===== config.mk =====
export PLATFORM = sky130hd
export DESIGN_NAME = vxp_decoder
export DESIGN_NICKNAME = d
export VERILOG_FILES = /design/src/rtl/vxp_pkg.sv /design/src/rtl/vxp_prefix_track.sv /design/src/rtl/vxp_field_cap.sv /design/src/rtl/vxp_decoder.sv
export SDC_FILE = /design/constraint.sdc
export NUM_CORES = 1
export LEC_CHECK = 0
export ABC_CLOCK_PERIOD_IN_PS = 2700
export BUFFER_PORTS_ARGS = -buffer_cell sky130_fd_sc_hd__buf_2
export CORE_MARGIN = 8
export CORE_UTILIZATION = 45
export CTS_BUF_LIST = sky130_fd_sc_hd__clkbuf_4
export DETAILED_ROUTE_END_ITERATION = 10
export PLACE_DENSITY = 0.68
export SETUP_SLACK_MARGIN = 0.1
export SLEW_MARGIN = 10
export SYNTH_ARGS = -nofsm -noshare
export SYNTH_HDL_FRONTEND = slang
export SYNTH_HIERARCHICAL = 1
export SYNTH_SLANG_ARGS = --single-unit

===== constraint.sdc =====
create_clock -name clk -period 2.7 [get_ports clk]
set_clock_uncertainty 0.2 [all_clocks]
set_input_delay 0.81 -clock clk [delete_from_list [all_inputs] [get_ports clk]]
set_output_delay 0.81 -clock clk [all_outputs]
set_load 0.03 [all_outputs]

===== src/rtl/vxp_pkg.sv =====
package vxp_pkg;
  localparam int BYTE_W  = 8;
  localparam int REG_W   = 4;
  localparam int MMAP_W  = 5;
  localparam int PP_W    = 2;

  localparam logic [BYTE_W-1:0] LEAD_SHORT = 8'hC5;
  localparam logic [BYTE_W-1:0] LEAD_LONG  = 8'hC4;

  typedef enum logic [2:0] {
    ST_IDLE, ST_PREFIX, ST_SHORT_B2, ST_LONG_B2, ST_LONG_B3, ST_OPCODE
  } vxp_state_e;

  // Prefixes that are forbidden ahead of the vector prefix
  function automatic logic is_fault_pfx(input logic [BYTE_W-1:0] b);
    return (b == 8'hF0) || (b == 8'h66) || (b == 8'hF2) || (b == 8'hF3) ||
           (b[7:4] == 4'h4);
  endfunction

  // Prefixes tolerated ahead of the vector prefix
  function automatic logic is_neutral_pfx(input logic [BYTE_W-1:0] b);
    return (b == 8'h26) || (b == 8'h2E) || (b == 8'h36) || (b == 8'h3E) ||
           (b == 8'h64) || (b == 8'h65) || (b == 8'h67);
  endfunction
endpackage


===== src/rtl/vxp_prefix_track.sv =====
module vxp_prefix_track
  import vxp_pkg::*;
(
  input  logic              clk,
  input  logic              rst_n,
  input  logic              acc,
  input  logic              clr,
  input  logic [BYTE_W-1:0] din,
  output logic              pfx_bad
);
  logic bad_q, bad_d, bad_en;

  always_comb begin
    bad_en = clr || (acc && is_fault_pfx(din));
    bad_d  = clr ? 1'b0 : 1'b1;
  end

  always_ff @(posedge clk or negedge rst_n) begin
    if (!rst_n)      bad_q <= 1'b0;
    else if (bad_en) bad_q <= bad_d;
  end

  assign pfx_bad = bad_q;


  bad_pfx_sticky_chk: assert property (@(posedge clk) disable iff (!rst_n)
    (acc && !clr && is_fault_pfx(din)) |=> pfx_bad);


  hist_clear_chk: assert property (@(posedge clk) disable iff (!rst_n)
    clr |=> !pfx_bad);
endmodule


===== src/rtl/vxp_field_cap.sv =====
module vxp_field_cap
  import vxp_pkg::*;
#(
  parameter int NUM_MAPS = 3
) (
  input  logic              clk,
  input  logic              rst_n,
  input  logic              cap_s2,
  input  logic              cap_l2,
  input  logic              cap_l3,
  input  logic [BYTE_W-1:0] din,
  output logic [REG_W-1:0]  vsrc,
  output logic              len256,
  output logic              rext,
  output logic              xext,
  output logic              bext,
  output logic              wbit,
  output logic [PP_W-1:0]   simd,
  output logic [1:0]        map,
  output logic              map_bad
);
  // stored in encoded (inverted) form
  logic             r_n_q, x_n_q, b_n_q, w_q, l_q;
  logic [REG_W-1:0] v_n_q;
  logic [PP_W-1:0]  pp_q;
  logic [MMAP_W-1:0] mm_q;

  logic             r_n_d, x_n_d, b_n_d, w_d, l_d;
  logic [REG_W-1:0] v_n_d;
  logic [PP_W-1:0]  pp_d;
  logic [MMAP_W-1:0] mm_d;
  logic             ext_en, tail_en;

  always_comb begin
    ext_en  = cap_s2 || cap_l2;
    tail_en = cap_s2 || cap_l3;
    r_n_d   = din[7];
    x_n_d   = cap_s2 ? 1'b1 : din[6];
    b_n_d   = cap_s2 ? 1'b1 : din[5];
    mm_d    = cap_s2 ? MMAP_W'(1) : din[4:0];
    w_d     = cap_s2 ? 1'b0 : din[7];
    v_n_d   = din[6:3];
    l_d     = din[2];
    pp_d    = din[1:0];
  end

  always_ff @(posedge clk or negedge rst_n) begin
    if (!rst_n) begin
      r_n_q <= 1'b1;
      x_n_q <= 1'b1;
      b_n_q <= 1'b1;
      mm_q  <= '0;
    end else if (ext_en) begin
      r_n_q <= r_n_d;
      x_n_q <= x_n_d;
      b_n_q <= b_n_d;
      mm_q  <= mm_d;
    end
  end

  always_ff @(posedge clk or negedge rst_n) begin
    if (!rst_n) begin
      w_q   <= 1'b0;
      v_n_q <= '1;
      l_q   <= 1'b0;
      pp_q  <= '0;
    end else if (tail_en) begin
      w_q   <= w_d;
      v_n_q <= v_n_d;
      l_q   <= l_d;
      pp_q  <= pp_d;
    end
  end

  logic map_ok;
  always_comb begin
    map_ok  = (mm_q >= MMAP_W'(1)) && (mm_q <= MMAP_W'(NUM_MAPS));
    map_bad = !map_ok;
    map     = map_ok ? mm_q[1:0] : 2'd0;
    vsrc    = ~v_n_q;
    rext    = ~r_n_q;
    xext    = ~x_n_q;
    bext    = ~b_n_q;
    wbit    = w_q;
    len256  = l_q;
    simd    = pp_q;
  end


  short_ext_chk: assert property (@(posedge clk) disable iff (!rst_n)
    cap_s2 |=> (!xext && !bext && !wbit && map == 2'd1));
endmodule


===== src/rtl/vxp_decoder.sv =====
module vxp_decoder
  import vxp_pkg::*;
#(
  parameter int NUM_MAPS = 3
) (
  input  logic        clk,
  input  logic        rst_n,
  input  logic        in_valid,
  input  logic [7:0]  in_byte,
  output logic        out_done,
  output logic [3:0]  out_vsrc,
  output logic        out_len256,
  output logic        out_rext,
  output logic        out_xext,
  output logic        out_bext,
  output logic        out_wbit,
  output logic [1:0]  out_simd,
  output logic [1:0]  out_map,
  output logic [7:0]  out_opcode,
  output logic        out_fault
);
  vxp_state_e state_q, state_d;
  logic pfx_acc, hist_clr, cap_s2, cap_l2, cap_l3, op_acc;
  logic pfx_bad, map_bad;
  logic in_head;

  always_comb begin
    state_d  = state_q;
    pfx_acc  = 1'b0;
    hist_clr = 1'b0;
    cap_s2   = 1'b0;
    cap_l2   = 1'b0;
    cap_l3   = 1'b0;
    op_acc   = 1'b0;
    in_head  = (state_q == ST_IDLE) || (state_q == ST_PREFIX);
    if (in_valid) begin
      unique case (state_q)
        ST_IDLE, ST_PREFIX: begin
          if (in_byte == LEAD_SHORT)      state_d = ST_SHORT_B2;
          else if (in_byte == LEAD_LONG)  state_d = ST_LONG_B2;
          else if (is_fault_pfx(in_byte) || is_neutral_pfx(in_byte)) begin
            pfx_acc = 1'b1;
            state_d = ST_PREFIX;
          end else begin
            hist_clr = 1'b1;
            state_d  = ST_IDLE;
          end
        end
        ST_SHORT_B2: begin cap_s2 = 1'b1; state_d = ST_OPCODE; end
        ST_LONG_B2:  begin cap_l2 = 1'b1; state_d = ST_LONG_B3; end
        ST_LONG_B3:  begin cap_l3 = 1'b1; state_d = ST_OPCODE; end
        ST_OPCODE: begin
          op_acc   = 1'b1;
          hist_clr = 1'b1;
          state_d  = ST_IDLE;
        end
        default: state_d = ST_IDLE;
      endcase
    end
  end

  always_ff @(posedge clk or negedge rst_n) begin
    if (!rst_n)        state_q <= ST_IDLE;
    else if (in_valid) state_q <= state_d;
  end

  vxp_prefix_track u_track (
    .clk(clk), .rst_n(rst_n), .acc(pfx_acc), .clr(hist_clr),
    .din(in_byte), .pfx_bad(pfx_bad)
  );

  vxp_field_cap #(.NUM_MAPS(NUM_MAPS)) u_fields (
    .clk(clk), .rst_n(rst_n), .cap_s2(cap_s2), .cap_l2(cap_l2),
    .cap_l3(cap_l3), .din(in_byte), .vsrc(out_vsrc), .len256(out_len256),
    .rext(out_rext), .xext(out_xext), .bext(out_bext), .wbit(out_wbit),
    .simd(out_simd), .map(out_map), .map_bad(map_bad)
  );

  logic       done_q, fault_q;
  logic [7:0] opc_q;

  always_ff @(posedge clk or negedge rst_n) begin
    if (!rst_n) done_q <= 1'b0;
    else        done_q <= op_acc;
  end

  always_ff @(posedge clk or negedge rst_n) begin
    if (!rst_n) begin
      opc_q   <= '0;
      fault_q <= 1'b0;
    end else if (op_acc) begin
      opc_q   <= in_byte;
      fault_q <= pfx_bad || map_bad;
    end
  end

  assign out_done   = done_q;
  assign out_opcode = opc_q;
  assign out_fault  = fault_q;


  done_pulse_chk: assert property (@(posedge clk) disable iff (!rst_n)
    out_done |=> !out_done);


  stall_hold_chk: assert property (@(posedge clk) disable iff (!rst_n)
    !in_valid |=> $stable(state_q));


  map_fault_chk: assert property (@(posedge clk) disable iff (!rst_n)
    (out_done && map_bad) |-> (out_fault && out_map == 2'd0));


  head_after_done_chk: assert property (@(posedge clk) disable iff (!rst_n)
    out_done |-> (in_head && !pfx_bad));
endmodule


# Word-level counts from Yosys, hierarchy flattened
# Index checks and enable logic that the tools add are counted.
# word_totals
output_inout_bits	23
mem_count	0
ramBits	0
rom_bits	0
latch_bits	0
register_bits	30
word_cells	87
# op_classes
n_lt_le_gt_ge	2
reduce_logical	21
add_sub_neg	0
div	0
multipliers	0
shift	0
bitwise	4
mux	28
eq_ne	19
# op_table
op	count
$eq A8 B8 Y1 const B	5
$eq A8 B6 Y1 const B	4
$eq A8 B7 Y1 const B	4
$mux W1	22
$logic_or A1 B1 Y1	15
$pmux W3 S3	1
$eq A3 B2 Y1 const B	2
$eq A3 B3 Y1 const B	2
$mux W2	3
$ge A5 B1 Y1 const B	1
$le A5 B2 Y1 const B	1
$mux W5	1
$eq A4 B3 Y1 const B	1
$not A4 Y4	1
$reduce_or A2 Y1	2
$eq A3 B1 Y1 const B	1
$logic_not A3 Y1	1
$not A1 Y1	3
$logic_and A1 B1 Y1	2
$pmux W1 S2	1
$logic_not A1 Y1	1

# Longest topological paths before layout
# Gate-level depths: netlist of the first run.
# depth
word_depth	15
ltp_mapped	6
depth_no_buf	6

# Modules after synthesis
# Netlist of the first run, hierarchy kept.
# by_module_without_submodules
module	cells_per_inst	seq_area_each_um2	area_per_inst_um2	n_inst
vxp_field_cap	56	409.1	723.2	1
vxp_decoder	81	325.3	694.4	1
vxp_prefix_track	11	25.0	83.8	1

# Least setup slack after synthesis of the first run
# OpenSTA, ideal clock, no wires.
# synth_path
kind	input to register
from	input port in_valid
to	register u_fields.l_q (netlist: u_fields/len256)
required_ps	2375
setup_slack_ps	671
t_arrival_ps	1704
path_stages	6
cell_sequence	nor2b_1 > nand2_1 > nor2_1 > buf_6 > nor2_8 > mux2_4
# synth_via
elab_chain_cells	2
word_cells_on_any_way	3
classes_between	mux (2); reduce/logical (1)
# synth_rtl
element	line	rtl
start: declaration	vxp_decoder.sv:8	input logic in_valid,
$mux W1	vxp_decoder.sv:36	if (in_valid) begin
net cap_s2	vxp_decoder.sv:23	logic pfx_acc, hist_clr, cap_s2, cap_l2, cap_l3, op_acc;
$logic_or A1 B1 Y1	vxp_field_cap.sv:36	tail_en = cap_s2 || cap_l3;
end signal: assignment	vxp_field_cap.sv:70	l_q <= l_d;
end: declaration	vxp_field_cap.sv:23	logic r_n_q, x_n_q, b_n_q, w_q, l_q;
# The timed path passes the listed nets, and every way through them passes these cells.
# A chain may end at the register's enable or synchronous reset.

# Worst setup path after layout of the first run
# layout_path
from	register u_fields.mm_q[2]
to	output port out_map[1]
# layout_via
elab_chain_cells	3
word_cells_on_any_way	4
classes_between	order compare (2); mux (1); reduce/logical (1)
# layout_rtl
element	line	rtl
start: declaration	vxp_field_cap.sv:26	logic [MMAP_W-1:0] mm_q;
start signal: assignment	vxp_field_cap.sv:57	mm_q <= mm_d;
$ge A5 B1 Y1 / $le A5 B2 Y1 (equally long branches)	vxp_field_cap.sv:77	map_ok = (mm_q >= MMAP_W'(1)) && (mm_q <= MMAP_W'(NUM_MAPS));
$logic_and A1 B1 Y1 *	vxp_field_cap.sv:77	
$mux W2 *	vxp_field_cap.sv:79	map = map_ok ? mm_q[1:0] : 2'd0;
end: declaration	vxp_decoder.sv:18	output logic [1:0] out_map,
# Mark *: on every way between the ends. The rest lies on a longest branch, timed or not.

==> out/summary.txt, run 1 <==
Status - completed
Placer Congestion - 0.739
Crit path capture type - output port
Max clock buf depth - 2
Critical Path AT - 1.36 ns
Die width - 73.8 um
VDD IR max - 387 uV
Diode count - 0
Final Hold Viols - 0
Die area - 5440 um2
Clock Sinks - 30
Number of global-route vias before repair - 1,137
First-pass GRT wire length - 5.36 mm
TritonRoute pass-1 iters - 4
TritonCTS clock tree - done
Slowest CP cell - dfrtp_1
Unrepaired setup endpoints after global routing - no
Rel. slew slack - 56.1%
# fillers - 319
Ys flop type - dfrtp_1
Post-synthesis sequential area ratio - 50.6%
Peak fanout along the critical path - 3
Initial core utilization - 46.1%
WL per Instance - 13.7 um
Resized Gates After CTS - 0
CTS clk-pin slew, worst paths - 0.09 ns
Fraction of layout cells with a size suffix above 1 - 33.2%
GRT overflow - 0
Post-synth EDFFs - 0
Via count - 1,154
Mapped Avg Cell Area - 10.1 um2
Min Hold Slack - 0.280 ns
Async S/R FF share, synth - 100%
Core Footprint - 3260 um2
Worst-path cell chain - nor3_1, and2_1, buf_2
Pwr Density - 761 nW/um2
Final cell count without fillers - 233
Post-Synthesis Cell Area - 1500 um2
Setup TNS - 0 ns
Cells after synthesis - 148
Drt drc - 0
Clk_lat worst skew - 0.32 ns
Post-CTS Setup Inserts - 0
Antenna violations before repair - 0
H-tree levels - 2
Largest net degree at the start of global routing - 31
Tot GR Track Use - 12.8%
Max Cap Violations - 0
I/O Buffers - 33
Row cnt - 21
Dpl cells - 225
Minimum clock period - 2.37 ns
Final HPWL DP - 2.38 mm
Slew at the pin with the worst max-slew slack - 0.659 ns
Synth Register Bits - 30
WP data required - 1.69 ns
Commonest non-fill, non-tap cell in the layout - buf_2
Routed Antenna Nets - 0
YS warnings - 6
Critical path type - flip-flop to output port
Die Ht - 73.8 um
Area grow syn2layout - 17.3%
Max Slew Vio Count - 0
Root Driver - clkbuf_4
Leak Pwr - 0.930 nW
Most frequent cells in the layout - 33 x buf_2, 32 x nand2_1, 23 x dfrtp_1
F_max - 422 MHz
Cts hold-fix bufs - 0
DRT Wirelength - 3.19 mm
Final Cycle Share - 87.7%
Number of buffers created by CTS - 5
Mapped Nets - 159
Fin nets - 197
Crit start category - flip-flop
Max incr delay on CP - 0.39 ns
IO Pins - 34
Vias/cell - 4.95
Placed cell area - 1710 um2
Min-delay worst type - flip-flop to flip-flop
Core occupancy in the finished layout - 54.1%
Synth cell types - 36
Setup violations, final - 0
Post-route cell area - 1760 um2
DRT iter0 DRCs - 49
[synthesized netlist by cell type, types with 2 or more instances]
cell type	number	share of area, %
o21ai_1	4	1.3
nand2b_1	5	2.1
nand3b_1	2	1.0
nor2b_1	2	0.83
a31oi_1	2	0.83
dfstp_2	7	12
o21ai_0	6	2.0
nand2_1	32	8.0
and2_1	2	0.83
dfrtp_1	23	38
nor2_1	11	2.8
mux2_4	7	7.0
o211ai_1	2	1.0
buf_4	3	1.5
nor3_1	2	0.67
mux2i_1	7	4.7
inv_1	12	3.0
[registers in the layout (all words and copies together) (netlist names), 2 cells and up]
register and cells:
out_opcode 8, state_q 3, u_fields/mm_q 5, u_fields/simd 2
u_fields/v_n_q 4
[area by class of cell]
type	instances	area (um2)	area share, %
clock buffers	7	52.6	2.98
flip-flops and latches	30	759	43.1
well taps	46	57.6	3.27
multi-input cells	101	659	37.4
repair buffers	35	180	10.2
inverters	13	48.8	2.77
clock inverters	1	3.75	0.213
[routing by layer]
metal	vias up	part of all wire (%)	global-route usage [%]
met5	-	0	0
met4	0	0.97	4.43
met3	4	7.0	5.46
met2	31	48	19.9
met1	548	44	15.3
li1	571	-	-
[worst max-delay path, delay by kind of cell (launching register included)]
family,cells,cell delay (ns)
buffers and inverters,1,0.19
DFF,1,0.39
and+or+nand+nor,2,0.46
[logic make-up (layout without fill, tap and decap cells)]
kind of cell / after synthesis / in the layout / synth area share, %
AOI/OAI and AO/OA: 19 / 19 / 8.33
xor gates and xnor gates: 1 / 1 / 0.583
buffers and inverters: 17 / 56 / 5.50
DFF: 30 / 30 / 50.6
muxes: 14 / 14 / 11.7
and+or+nand+nor: 67 / 67 / 23.3
[path summary, 6_finish.rpt]
| kind | start | endpoint | slack [ns] | depth (start not counted) |
|---|---|---|---|---|
| max | u_fields/mm_q[2]$_DFFE_PN0P_ | out_map[1] | 0.33 | 3 |
| min | out_opcode[7]$_DFFE_PN0P_ | out_opcode[7]$_DFFE_PN0P_ | 0.28 | 2 |
| max reg2reg | state_q[2]$_DFFE_PN0P_ | u_fields/len256$_DFFE_PN0P_ | 0.83 | 5 |
| min reg2reg | out_opcode[7]$_DFFE_PN0P_ | out_opcode[7]$_DFFE_PN0P_ | 0.28 | 2 |
| max in group asynchronous | rst_n | out_opcode[7]$_DFFE_PN0P_ | 1.57 | 1 |
| min in group asynchronous | rst_n | u_fields/mm_q[3]$_DFFE_PN0P_ | 0.31 | 1 |
[where the power goes]
part	internal [mW]	leakage [nW]	switching, mW
sequential	0.562	0.386	0.0517
combinational	0.168	0.510	0.296
clock	0.120	0.0338	0.144
[stage by stage]
step / worst slack, ns / power [mW]
detailed placement: 0.320 / 1.09
global placement: 0.390 / 1.08
global route: 0.195 / 1.42
CTS: 0.305 / 1.36
finish: 0.331 / 1.34
floorplan: 0.671 / 0.941
Power figures use the tool's default switching activity.
==> inputs of run 2 (changes only) <==
Settings changed: ABC_CLOCK_PERIOD_IN_PS 2700 to 3100.
Clock period 2.7 ns to 3.1 ns, I/O delays scaled along.
==> run 2 against run 1 <==
Effect of this change:
- cell area rose by 1.2%
- critical path depth did not move
- hold slack improved by 0.00073 ns
- non-clock buffer count did not move
- first-iteration DRC count rose by 51%
- via count rose by 1.8%
- die area did not move
- clock power rose by 15%
- critical endpoint is now out_map[0]
- largest cell class unchanged
- largest power group unchanged
==> out/summary.txt, run 2 (same netlist as run 1, synthesis figures left out) <==
Peak fanout along the critical path - 3 (unchanged)
Drt drc - 0 (unchanged)
GRT overflow - 0 (unchanged)
Combinational Power Share - 32.7% (-1.9 points)
Largest net degree at the start of global routing - 31 (unchanged)
Worst-path cell chain - nor3_1, and2_1, buf_2
Hold_sp - out_opcode[1]$_DFFE_PN0P_
Area grow syn2layout - 18.8%
CTS clk-pin slew, worst paths - 0.10 ns (about the same)
Storage cell area - 759 um2 (unchanged)
Routed Antenna Nets - 0 (unchanged)
Final Hold Viols - 0 (unchanged)
Setup TNS - 0 ns (unchanged)
Vias/cell - 5.04 (+1.8%)
DRT iter0 DRCs - 74 (+51%)
Min-delay worst type - flip-flop to flip-flop
Number of buffers created by CTS - 5 (unchanged)
Sw Share - 35.3% (-1.3 points)
Placed cell area - 1710 um2 (unchanged)
# fillers - 321 (+0.63%)
Worst Hold End - out_opcode[1]$_DFFE_PN0P_
H-tree levels - 2 (unchanged)
Post-CTS Setup Inserts - 0 (unchanged)
Die Ht - 73.8 um (unchanged)
Setup violations, final - 0 (unchanged)
Antenna violations before repair - 0 (unchanged)
Share of power burned in the clock network - 24.4% (+4.7 points)
Via count - 1,175 (+1.8%)
Pwr Density - 696 nW/um2 (-8.6%)
Setup ws final - 0.646 ns (+0.315 ns)
Die area - 5440 um2 (unchanged)
DRT Wirelength - 3.35 mm (+5.1%)
Multi-input gate area - 659 um2 (unchanged)
I/O Buffers - 33 (unchanged)
Slowest CP cell - dfrtp_1
Critical Path AT - 1.32 ns (-0.04 ns)
Final Cycle Share - 79.2%
Minimum clock period - 2.45 ns
Critical path type - flip-flop to output port
Final cell count without fillers - 233 (unchanged)
Clock Sinks - 30 (unchanged)
Rel. slew slack - 55.6% (-0.47 points)
FF-to-FF setup slack - 1.31 ns (+0.48 ns)
Post-route cell area - 1780 um2 (+1.2%)
R2r startpoint - state_q[2]$_DFFE_PN0P_
Diode count - 0 (unchanged)
Max reg flops - 8 (unchanged)
Pre-CTS setup slack - 0.679 ns (+0.359 ns)
IO Pins - 34 (unchanged)
TritonRoute pass-1 iters - 4 (unchanged)
Core Footprint - 3260 um2 (unchanged)
Initial core utilization - 46.1% (unchanged)
Max Cap Violations - 0 (unchanged)
Slew at the pin with the worst max-slew slack - 0.666 ns (+0.00706 ns)
Fin nets - 197 (unchanged)
Most frequent cells in the layout - 33 x buf_2, 32 x nand2_1, 23 x dfrtp_1
Root Driver - clkbuf_4
Dpl cells - 225 (unchanged)
FF-to-FF path depth - 6 (+1)
TritonCTS clock tree - done
Seq pwr share - 42.9% (-2.8 points)
Cts hold-fix bufs - 0 (unchanged)
FF-to-FF End - u_fields/len256$_DFFE_PN0P_
Clk_lat worst skew - 0.33 ns (about the same)
WP data required - 1.97 ns (+0.28 ns)
Resized Gates After CTS - 0 (unchanged)
Unrepaired setup endpoints after global routing - no
First-pass GRT wire length - 5.66 mm (+5.5%)
Commonest non-fill, non-tap cell in the layout - buf_2
Max Slew Vio Count - 0 (unchanged)
Hold Path Depth - 2 (unchanged)
Final HPWL DP - 2.50 mm (+5.1%)
Max incr delay on CP - 0.39 ns (about the same)
Number of global-route vias before repair - 1,171 (+3.0%)
Die width - 73.8 um (unchanged)
Status - completed
VDD IR max - 217 uV (-44%)
Row cnt - 21 (unchanged)
Crit start category - flip-flop
Max clock buf depth - 2 (unchanged)
WL per Instance - 14.4 um (+5.1%)
P_sw - 0.438 mW (-11%)
Placer Congestion - 0.837 (+13%)
Fraction of layout cells with a size suffix above 1 - 33.7% (+0.53 points)
Tot GR Track Use - 13.8% (+1.0 points)
Leak Pwr - 0.941 nW (+1.2%)
Crit path capture type - output port
F_max - 408 MHz
Int Power - 0.802 mW (-5.6%)
==> run 2: changes by cell type in the layout (fill, tap and decap cells not counted), sizes merged <==
cell    delta
clkbuf     -2
clkinv     +1
bufinv     +1
==> run 2: worst max path at each step <==
stage                                 startpoint                           to  cells past startpoint
CTS                 u_fields/mm_q[2]$_DFFE_PN0P_                   out_map[0]                      3
detailed placement                      in_valid  u_fields/len256$_DFFE_PN0P_                      7
floorplan                               in_valid  u_fields/len256$_DFFE_PN0P_                      6
global placement                        in_valid  u_fields/len256$_DFFE_PN0P_                      7
global route        u_fields/mm_q[2]$_DFFE_PN0P_                   out_map[1]                      3
finish              u_fields/mm_q[2]$_DFFE_PN0P_                   out_map[0]                      3
==> run 2: through the flow <==
stage          total power, mW  util, %  hold WS [ns]
2_1_floorplan            0.820        -         0.272
3_3_place_gp             0.942     52.3         0.256
3_5_place_dp             0.954     52.3         0.262
4_1_cts                   1.26     54.7         0.286
5_1_grt                   1.31     54.7         0.316
6_report                  1.24     54.7         0.280
==> run 2: area by class of cell <==
| cell class | instances | area share, % |
|---|---|---|
| Clock inverter | 3 | 2.25 |
| Clock buffer | 5 | 2.11 |
| Sequential cell | 30 | 42.6 |
| Multi-Input combinational cell | 101 | 37.0 |
| Tap cell | 46 | 3.23 |
| Inverter | 13 | 2.74 |
| Timing Repair Buffer | 35 | 10.1 |
==> run 2: worst max-delay path: cells and delay by family (launching register included) <==
kind | cells | cell delay [ns]
buffers and inverters | 1 | 0.19
flip-flops | 1 | 0.39
AND/OR/NAND/NOR | 2 | 0.42
==> run 2: routing by layer <==
metal | part of all wire (%) | routed length (um) | GRT usage, % | vias to the layer above
met4 | 1.4 | 46 | 6.21 | 0
met2 | 47 | 1580 | 21.0 | 27
li1 | - | - | - | 571
met5 | 0 | 0 | 0 | -
met3 | 6.9 | 232 | 5.59 | 4
met1 | 45 | 1500 | 16.6 | 573
==> run 2: power by group through the flow <==
stage	Combinational (mW)	Sequential (mW)	Clock [mW]
6_report	0.405	0.533	0.303
4_1_cts	0.413	0.534	0.313
3_3_place_gp	0.405	0.537	0
3_5_place_dp	0.412	0.541	0
5_1_grt	0.435	0.545	0.331
2_1_floorplan	0.197	0.622	0
